## src/rtl/llsc_pkg.sv

```systemverilog
// Package llsc_pkg
// Shared constants and types for the reservation monitor.
// Assumes cancel sources are indexed densely from zero.
package llsc_pkg;
    localparam int KILL_SNOOP = 0;
    localparam int KILL_EVICT = 1;
    localparam int NUM_KILL   = 2;

    typedef struct packed {
        logic valid;
        logic ok;
    } sc_result_t;
endpackage

```

## src/rtl/llsc_block_match.sv

```systemverilog
// Module llsc_block_match
// Compares two block addresses (byte offset already removed).
// Assumes both operands are the same width.
module llsc_block_match #(
    parameter int BLK_W = 26
) (
    input  logic [BLK_W-1:0] blk_a,
    input  logic [BLK_W-1:0] blk_b,
    output logic             same
);
    // Equality of block numbers
    always_comb same = (blk_a == blk_b);
endmodule

```

## src/rtl/llsc_lock_reg.sv

```systemverilog
// Module llsc_lock_reg
// Holds the reservation bit and the reserved block number, applies
// cancel events and answers whether a store-conditional block hits.
// Assumes: set has priority over every clear; a cancel seen in the
// same cycle as a query makes the query miss.
module llsc_lock_reg #(
    parameter int BLK_W    = 26,
    parameter int NUM_SRC  = 2
) (
    input  logic                           clk,
    input  logic                           rst_n,
    input  logic                           set_req,
    input  logic [BLK_W-1:0]               set_blk,
    input  logic                           use_clr,
    input  logic                           ctx_clr,
    input  logic [NUM_SRC-1:0]             kill_valid,
    input  logic [NUM_SRC-1:0][BLK_W-1:0]  kill_blk,
    input  logic [BLK_W-1:0]               query_blk,
    output logic                           armed,
    output logic                           query_hit
);
    logic [BLK_W-1:0]   lock_blk;
    logic [NUM_SRC-1:0] kill_match;
    logic [NUM_SRC-1:0] kill_hit;
    logic               query_match;
    logic               cancel_now;

    // One comparator per cancel source
    for (genvar i = 0; i < NUM_SRC; i++) begin : g_kill
        llsc_block_match #(.BLK_W(BLK_W)) u_cmp (
            .blk_a (kill_blk[i]),
            .blk_b (lock_blk),
            .same  (kill_match[i])
        );
        // Qualify each comparison with its valid
        always_comb kill_hit[i] = kill_valid[i] & kill_match[i];
    end

    llsc_block_match #(.BLK_W(BLK_W)) u_query (
        .blk_a (query_blk),
        .blk_b (lock_blk),
        .same  (query_match)
    );

    // Any event that cancels the reservation this cycle
    always_comb cancel_now = armed & ((|kill_hit) | ctx_clr);

    // Query hits only on a live, untouched reservation
    always_comb query_hit = armed & query_match & ~cancel_now;

    // Reservation bit and block register
    always_ff @(posedge clk) begin
        if (!rst_n) begin
            armed    <= 1'b0;
            lock_blk <= '0;
        end else if (set_req) begin
            armed    <= 1'b1;
            lock_blk <= set_blk;
        end else if (use_clr || cancel_now || ctx_clr) begin
            armed    <= 1'b0;
        end
    end
endmodule

```

## src/rtl/llsc_backoff.sv

```systemverilog
// Module llsc_backoff
// Exponential backoff after failed store-conditionals. A failure loads
// the wait counter with the current window and doubles the window up
// to CAP; a success resets the window and ends the wait.
// Assumes CAP is a power of two and MIN_WIN <= CAP.
module llsc_backoff #(
    parameter int CAP     = 256,
    parameter int MIN_WIN = 1,
    localparam int CW     = $clog2(CAP + 1)
) (
    input  logic          clk,
    input  logic          rst_n,
    input  logic          fail_evt,
    input  logic          pass_evt,
    output logic          waiting,
    output logic [CW-1:0] count
);
    localparam logic [CW-1:0] CAP_V  = CW'(CAP);
    localparam logic [CW-1:0] HALF_V = CW'(CAP / 2);
    localparam logic [CW-1:0] MIN_V  = CW'(MIN_WIN);

    logic [CW-1:0] window;
    logic [CW-1:0] next_window;

    // Doubled window, saturating at the cap
    always_comb next_window = (window >= HALF_V) ? CAP_V : (window << 1);

    // Window and countdown registers
    always_ff @(posedge clk) begin
        if (!rst_n) begin
            window <= MIN_V;
            count  <= '0;
        end else if (pass_evt) begin
            window <= MIN_V;
            count  <= '0;
        end else if (fail_evt) begin
            count  <= window;
            window <= next_window;
        end else if (count != '0) begin
            count  <= count - 1'b1;
        end
    end

    // Waiting while the countdown is non-zero
    always_comb waiting = (count != '0);
endmodule

```

## src/rtl/llsc_monitor.sv

```systemverilog
// Module llsc_monitor (top)
// Per-processor reservation monitor for load-linked/store-conditional
// on a snooping bus. Results are registered: a store-conditional in
// cycle N answers in cycle N+1. Only a successful store may drive a
// bus write; failures start exponential backoff.
// Assumes byte addresses and 2**BLK_OFS-byte blocks.
module llsc_monitor #(
    parameter int ADDR_W      = 32,
    parameter int BLK_OFS     = 6,
    parameter int BACKOFF_CAP = 256,
    parameter int BACKOFF_MIN = 1
) (
    input  logic              clk,
    input  logic              rst_n,
    input  logic              ll_valid,
    input  logic [ADDR_W-1:0] ll_addr,
    input  logic              sc_valid,
    input  logic [ADDR_W-1:0] sc_addr,
    input  logic              snoop_inv_valid,
    input  logic [ADDR_W-1:0] snoop_inv_addr,
    input  logic              evict_valid,
    input  logic [ADDR_W-1:0] evict_addr,
    input  logic              ctx_switch,
    output logic              sc_resp_valid,
    output logic              sc_resp_ok,
    output logic              sc_bus_permit,
    output logic              retry_wait
);
    import llsc_pkg::*;

    localparam int BLK_W = ADDR_W - BLK_OFS;
    localparam int CNT_W = $clog2(BACKOFF_CAP + 1);

    logic [NUM_KILL-1:0]            kill_valid;
    logic [NUM_KILL-1:0][BLK_W-1:0] kill_blk;
    logic                           lock_flag;
    logic                           sc_hit;
    sc_result_t                     result_q;
    logic [CNT_W-1:0]               backoff_cnt;
    logic                           unused_low_bits;

    // Offset bits play no part in block matching
    assign unused_low_bits = ^{ll_addr[BLK_OFS-1:0], sc_addr[BLK_OFS-1:0],
                               snoop_inv_addr[BLK_OFS-1:0], evict_addr[BLK_OFS-1:0]};

    // Gather cancel sources into indexed vectors
    always_comb begin
        kill_valid[KILL_SNOOP] = snoop_inv_valid;
        kill_blk[KILL_SNOOP]   = snoop_inv_addr[ADDR_W-1:BLK_OFS];
        kill_valid[KILL_EVICT] = evict_valid;
        kill_blk[KILL_EVICT]   = evict_addr[ADDR_W-1:BLK_OFS];
    end

    llsc_lock_reg #(.BLK_W(BLK_W), .NUM_SRC(NUM_KILL)) u_lock (
        .clk        (clk),
        .rst_n      (rst_n),
        .set_req    (ll_valid),
        .set_blk    (ll_addr[ADDR_W-1:BLK_OFS]),
        .use_clr    (sc_valid),
        .ctx_clr    (ctx_switch),
        .kill_valid (kill_valid),
        .kill_blk   (kill_blk),
        .query_blk  (sc_addr[ADDR_W-1:BLK_OFS]),
        .armed      (lock_flag),
        .query_hit  (sc_hit)
    );

    llsc_backoff #(.CAP(BACKOFF_CAP), .MIN_WIN(BACKOFF_MIN)) u_backoff (
        .clk      (clk),
        .rst_n    (rst_n),
        .fail_evt (sc_valid & ~sc_hit),
        .pass_evt (sc_valid & sc_hit),
        .waiting  (retry_wait),
        .count    (backoff_cnt)
    );

    // Register the store-conditional verdict
    always_ff @(posedge clk) begin
        if (!rst_n) begin
            result_q <= '0;
        end else begin
            result_q.valid <= sc_valid;
            result_q.ok    <= sc_valid & sc_hit;
        end
    end

    // Drive result and bus permission from the registered verdict
    always_comb begin
        sc_resp_valid = result_q.valid;
        sc_resp_ok    = result_q.ok;
        sc_bus_permit = result_q.valid & result_q.ok;
    end
endmodule

```

## config.mk

```make
export PLATFORM = sky130hd
export DESIGN_NAME = llsc_monitor
export DESIGN_NICKNAME = d
export VERILOG_FILES = /design/src/rtl/llsc_pkg.sv /design/src/rtl/llsc_block_match.sv /design/src/rtl/llsc_lock_reg.sv /design/src/rtl/llsc_backoff.sv /design/src/rtl/llsc_monitor.sv
export SDC_FILE = /design/constraint.sdc
export NUM_CORES = 1
export LEC_CHECK = 0
export BUFFER_PORTS_ARGS = -buffer_cell sky130_fd_sc_hd__buf_2
export CAP_MARGIN = 20
export CELL_PAD_IN_SITES_DETAIL_PLACEMENT = 0
export CELL_PAD_IN_SITES_GLOBAL_PLACEMENT = 1
export CORE_ASPECT_RATIO = 1.75
export CORE_MARGIN = 1
export CORE_UTILIZATION = 36
export DETAILED_ROUTE_END_ITERATION = 12
export PLACE_DENSITY = 0.83
export SLEW_MARGIN = 20
export SYNTH_ARGS = -nofsm -noshare
export SYNTH_HDL_FRONTEND = slang
export SYNTH_SLANG_ARGS = --single-unit
```

## constraint.sdc

```tcl
create_clock -name clk -period 4.24 [get_ports clk]
set_input_delay 0.848 -clock clk [delete_from_list [all_inputs] [get_ports clk]]
set_output_delay 0.848 -clock clk [all_outputs]
set_load 0.05 [all_outputs]
```

==> summary.md <==
| Metric | Value |
|---|---|
| Most frequent cell after synthesis | xnor2_1 |
| Post-CTS sizing | 0 |
| Top sig layer | met4 |
| Detailed Routing Iterations Pass 1 | 4 |
| Die height | 120 um |
| Area taken by multi-input logic gates | 0.00184 sq mm |
| CP Class | flop to output port |
| DR WL met3 | 427 um |
| Top cell type by total area after synthesis | dfxtp_1 |
| Global route total overflow | 0 |
| Number of cells on the critical path | 7 |
| Tot GR Track Use | 20.3% |
| Initial antenna violation count | 0 |
| Final-report hold violation count | 0 |
| RSZ-0062 raised after global routing | false |
| Clock Skew | 0.00831 ns |
| DRT Wirelength | 8080 um |
| Max rail drop VDD | 0.000221 V |
| Final GP Congestion | 0.840 |
| Req. time, crit path | 3.39 ns |
| Post-Place Cells | 506 |
| Core area | 0.00762 sq mm |
| Antenna diodes | 0 |
| Later-pin clock latency in the skew report | 0.29 ns |
| Post-synthesis register bit count | 47 |
| Clock-pin slew on the worst setup and hold paths | 0.06 ns |
| Post-synth top cells | xnor2_1 (62), dfxtp_1 (47), mux2i_1 (34) |
| Post-route ant nets | 0 |
| Minimum clock period | 3.18 ns |
| Critical path buffers and inverters | 3 |
| Register Area | 941 sq um |
| Syn Nets | 449 |
| Routed WL per cell | 15.7 um |
| Hold Path Depth | 2 |
| Largest fanout on the critical path | 10 |
| Ratio of cells with drive above 1 in the final layout | 29.3% |
| Rows | 42 |
| Largest net degree at the start of global routing | 32 |
| Status | finished clean |
| FFs w/ async S/R, synth | 0% |
| Leak Pwr | 1.56 nW |
| Fill count | 745 |
| Most common cell on crit path | inv_1 |
| Number of max-slew violations in the final report | 0 |
| CTS sink cnt | 47 |
| # DRC | 0 |
| Initial core utilization | 37.4% |
| Internal reg-to-reg setup slack | 1.75 ns |
| CTS tree | done |
| Area added between synthesis and finish | 27.0% |
| Detailed-placement wirelength estimate | 6680 um |
| Yosys warnings | 0 |
| Sequential area share after synthesis | 33.0% |
| Post-synth EDFFs | 0 |
| Combinational share of power | 38.4% |
| Top Ports | 139 |
| Worst Hold Class | flop to flop |
| Yosys cell types | 35 |
| Worst-margin pin slew | 0.855 ns |
| Power Density | 418 mW/mm^2 |
| Via-to-Cell Ratio | 5.03 |
| M1 wire length | 2860 um |
| Switching part of the total | 36.2% |
| Final TNS setup | 0 ns |
| Fin nets | 561 |
| Slowest stage delay, CP | 0.58 ns |
| Final Cycle Share | 75.0% |
| Sequential power share | 36.4% |
| CTS Buf Count | 5 |
| Critical path endpoint category | output port |
| Yosys top cell area share | 33.0% |
| Clk root buf | clkbuf_16 |
| Die area | 0.00829 sq mm |
| Max_slew headroom | 43.0% |
| Setup violators final | 0 |
| Hold Crit Start | u_backoff.window[5] |
| H-tree depth | 2 |
| Internal | 966 uW |
| Slowest stage cell, crit path | nor2_1 |
| First-pass GRT wire length | 13,000 um |
| Via count | 2,585 |
| Ys flop type | dfxtp_1 |
| WHS Endpoint | u_backoff.window[5] |
| Sw power | 547 uW |
| R2R Path End | u_backoff.window[4] |
| Maxcap violations | 0 |
| Non-Filler Instances | 514 |
| Postcts setup bufs | 0 |
| Top cells by area, synth | dfxtp_1 (33%), xnor2_1 (19%), mux2i_1 (12%) |
| Gate Count Post-Synth | 313 |
| Detail Route met2 WL | 4510 um |
| Maximum clock path buffer count | 2 |
| Die Wd | 69.3 um |
| Reg-to-Reg Start | u_lock.lock_blk[6] |
| Number of global-route vias before repair | 2,693 |
| Min Hold Slack | 0.472 ns |
| CTS hold repair buffers | 0 |
| Worst r2r path cells | 7 |
| Cell Area, Synth | 0.00285 sq mm |
| Cell family with most CP delay | simple AND/OR/NAND/NOR gates |
| Synth Area per Inst | 9.11 sq um |
| IO buf count | 114 |
| Max frequency | 314 MHz |
| DRT iter0 DRCs | 95 |
| CP cell instances | inv_1, ha_1, nor3b_1, nand3_1, nor2_1, inv_1, buf_2 |
| Arr. time, crit path | 2.33 ns |
| Setup crit start kind | flop |
| Clock Power Share | 25.2% |
| Post-Route Utilization | 47.5% |
-- cell families (layout without fill, tap and decap cells) --
| kind of cell | after synthesis | after routing | synth area share, % |
|---|---|---|---|
| and+or+nand+nor | 114 | 114 | 21.7 |
| adders and majority gates | 1 | 1 | 0.439 |
| muxes | 34 | 34 | 11.9 |
| DFF | 47 | 47 | 33.0 |
| AOI/OAI and AO/OA | 18 | 18 | 4.48 |
| buffers and inverters | 14 | 127 | 2.37 |
| xor gates and xnor gates | 85 | 85 | 26.1 |
-- worst max path at each step --
stage                       start                   to  slack (ns)
6_report       u_backoff.count[0]           retry_wait        1.06
5_1_grt        u_backoff.count[0]           retry_wait        0.78
4_1_cts        u_backoff.count[0]           retry_wait        1.03
3_5_place_dp          sc_addr[13]   u_backoff.count[4]        1.29
3_3_place_gp   snoop_inv_addr[30]  u_backoff.window[6]        1.32
2_1_floorplan  u_backoff.count[0]           retry_wait        1.69
-- per-layer routing --
layer / GRT usage (%) / vias to the layer above
met4: 10.6 / 0
met1: 18.9 / 1175
li1: - / 1297
met2: 39.6 / 98
met5: 0 / -
met3: 4.70 / 15
-- worst register-to-register path, cell delays in order (launching register included) --
cell and delay (ns):
dfxtp_1 0.50, xnor2_1 0.18, nand4_1 0.14, nor4_1 0.38, a22oi_1 0.21, a31oi_1 0.66, nand3_1 0.15, a21oi_1 0.19
-- registers in the layout, summed over array words and instances (netlist names) --
register,flops
u_lock.armed,1
sc_resp_ok,1
u_backoff.count,9
u_lock.lock_blk,26
sc_resp_valid,1
u_backoff.window,9
-- cells in the final DEF, fill, tap and decap left out, types with 2 or more instances in the layout --
cell type and n:
a21oi_1 8, a31oi_1 2, and2_1 2, buf_2 114, clkbuf_1 2, clkbuf_16 5
dfxtp_1 47, inv_1 5, mux2i_1 34, nand2_1 11, nand3_1 14, nand4_1 16
nor2_1 26, nor2b_1 26, nor3_1 5, nor4_1 7, xnor2_1 62, xor2_1 23
-- power by group through the flow --
stage          clock network, mW  registers [mW]  logic [mW]
2_1_floorplan                  0           0.546       0.430
3_3_place_gp                   0           0.559       0.564
3_5_place_dp                   0           0.562       0.581
4_1_cts                    0.391           0.551       0.585
5_1_grt                    0.409           0.562       0.656
6_report                   0.381           0.551       0.581
-- stage by stage --
stage                     instance area, sq um  setup slack, ns  power (mW)
after detailed placement                  3480             1.29        1.14
after floorplan                           2850             1.69       0.977
after global routing                      3620            0.776        1.63
after CTS                                 3620             1.03        1.53
after global placement                    3480             1.32        1.12
final                                     3620             1.06        1.51
-- area by class of cell --
type / instances / share of cell area, %
well taps: 88 / 3.04
clock buffers: 7 / 3.66
flip-flops and latches: 47 / 26.0
clock inverters: 1 / 0.138
repair buffers: 114 / 15.8
multi-input cells: 252 / 50.9
inverters: 5 / 0.518
No activity file was read; power rests on OpenSTA's default activity.
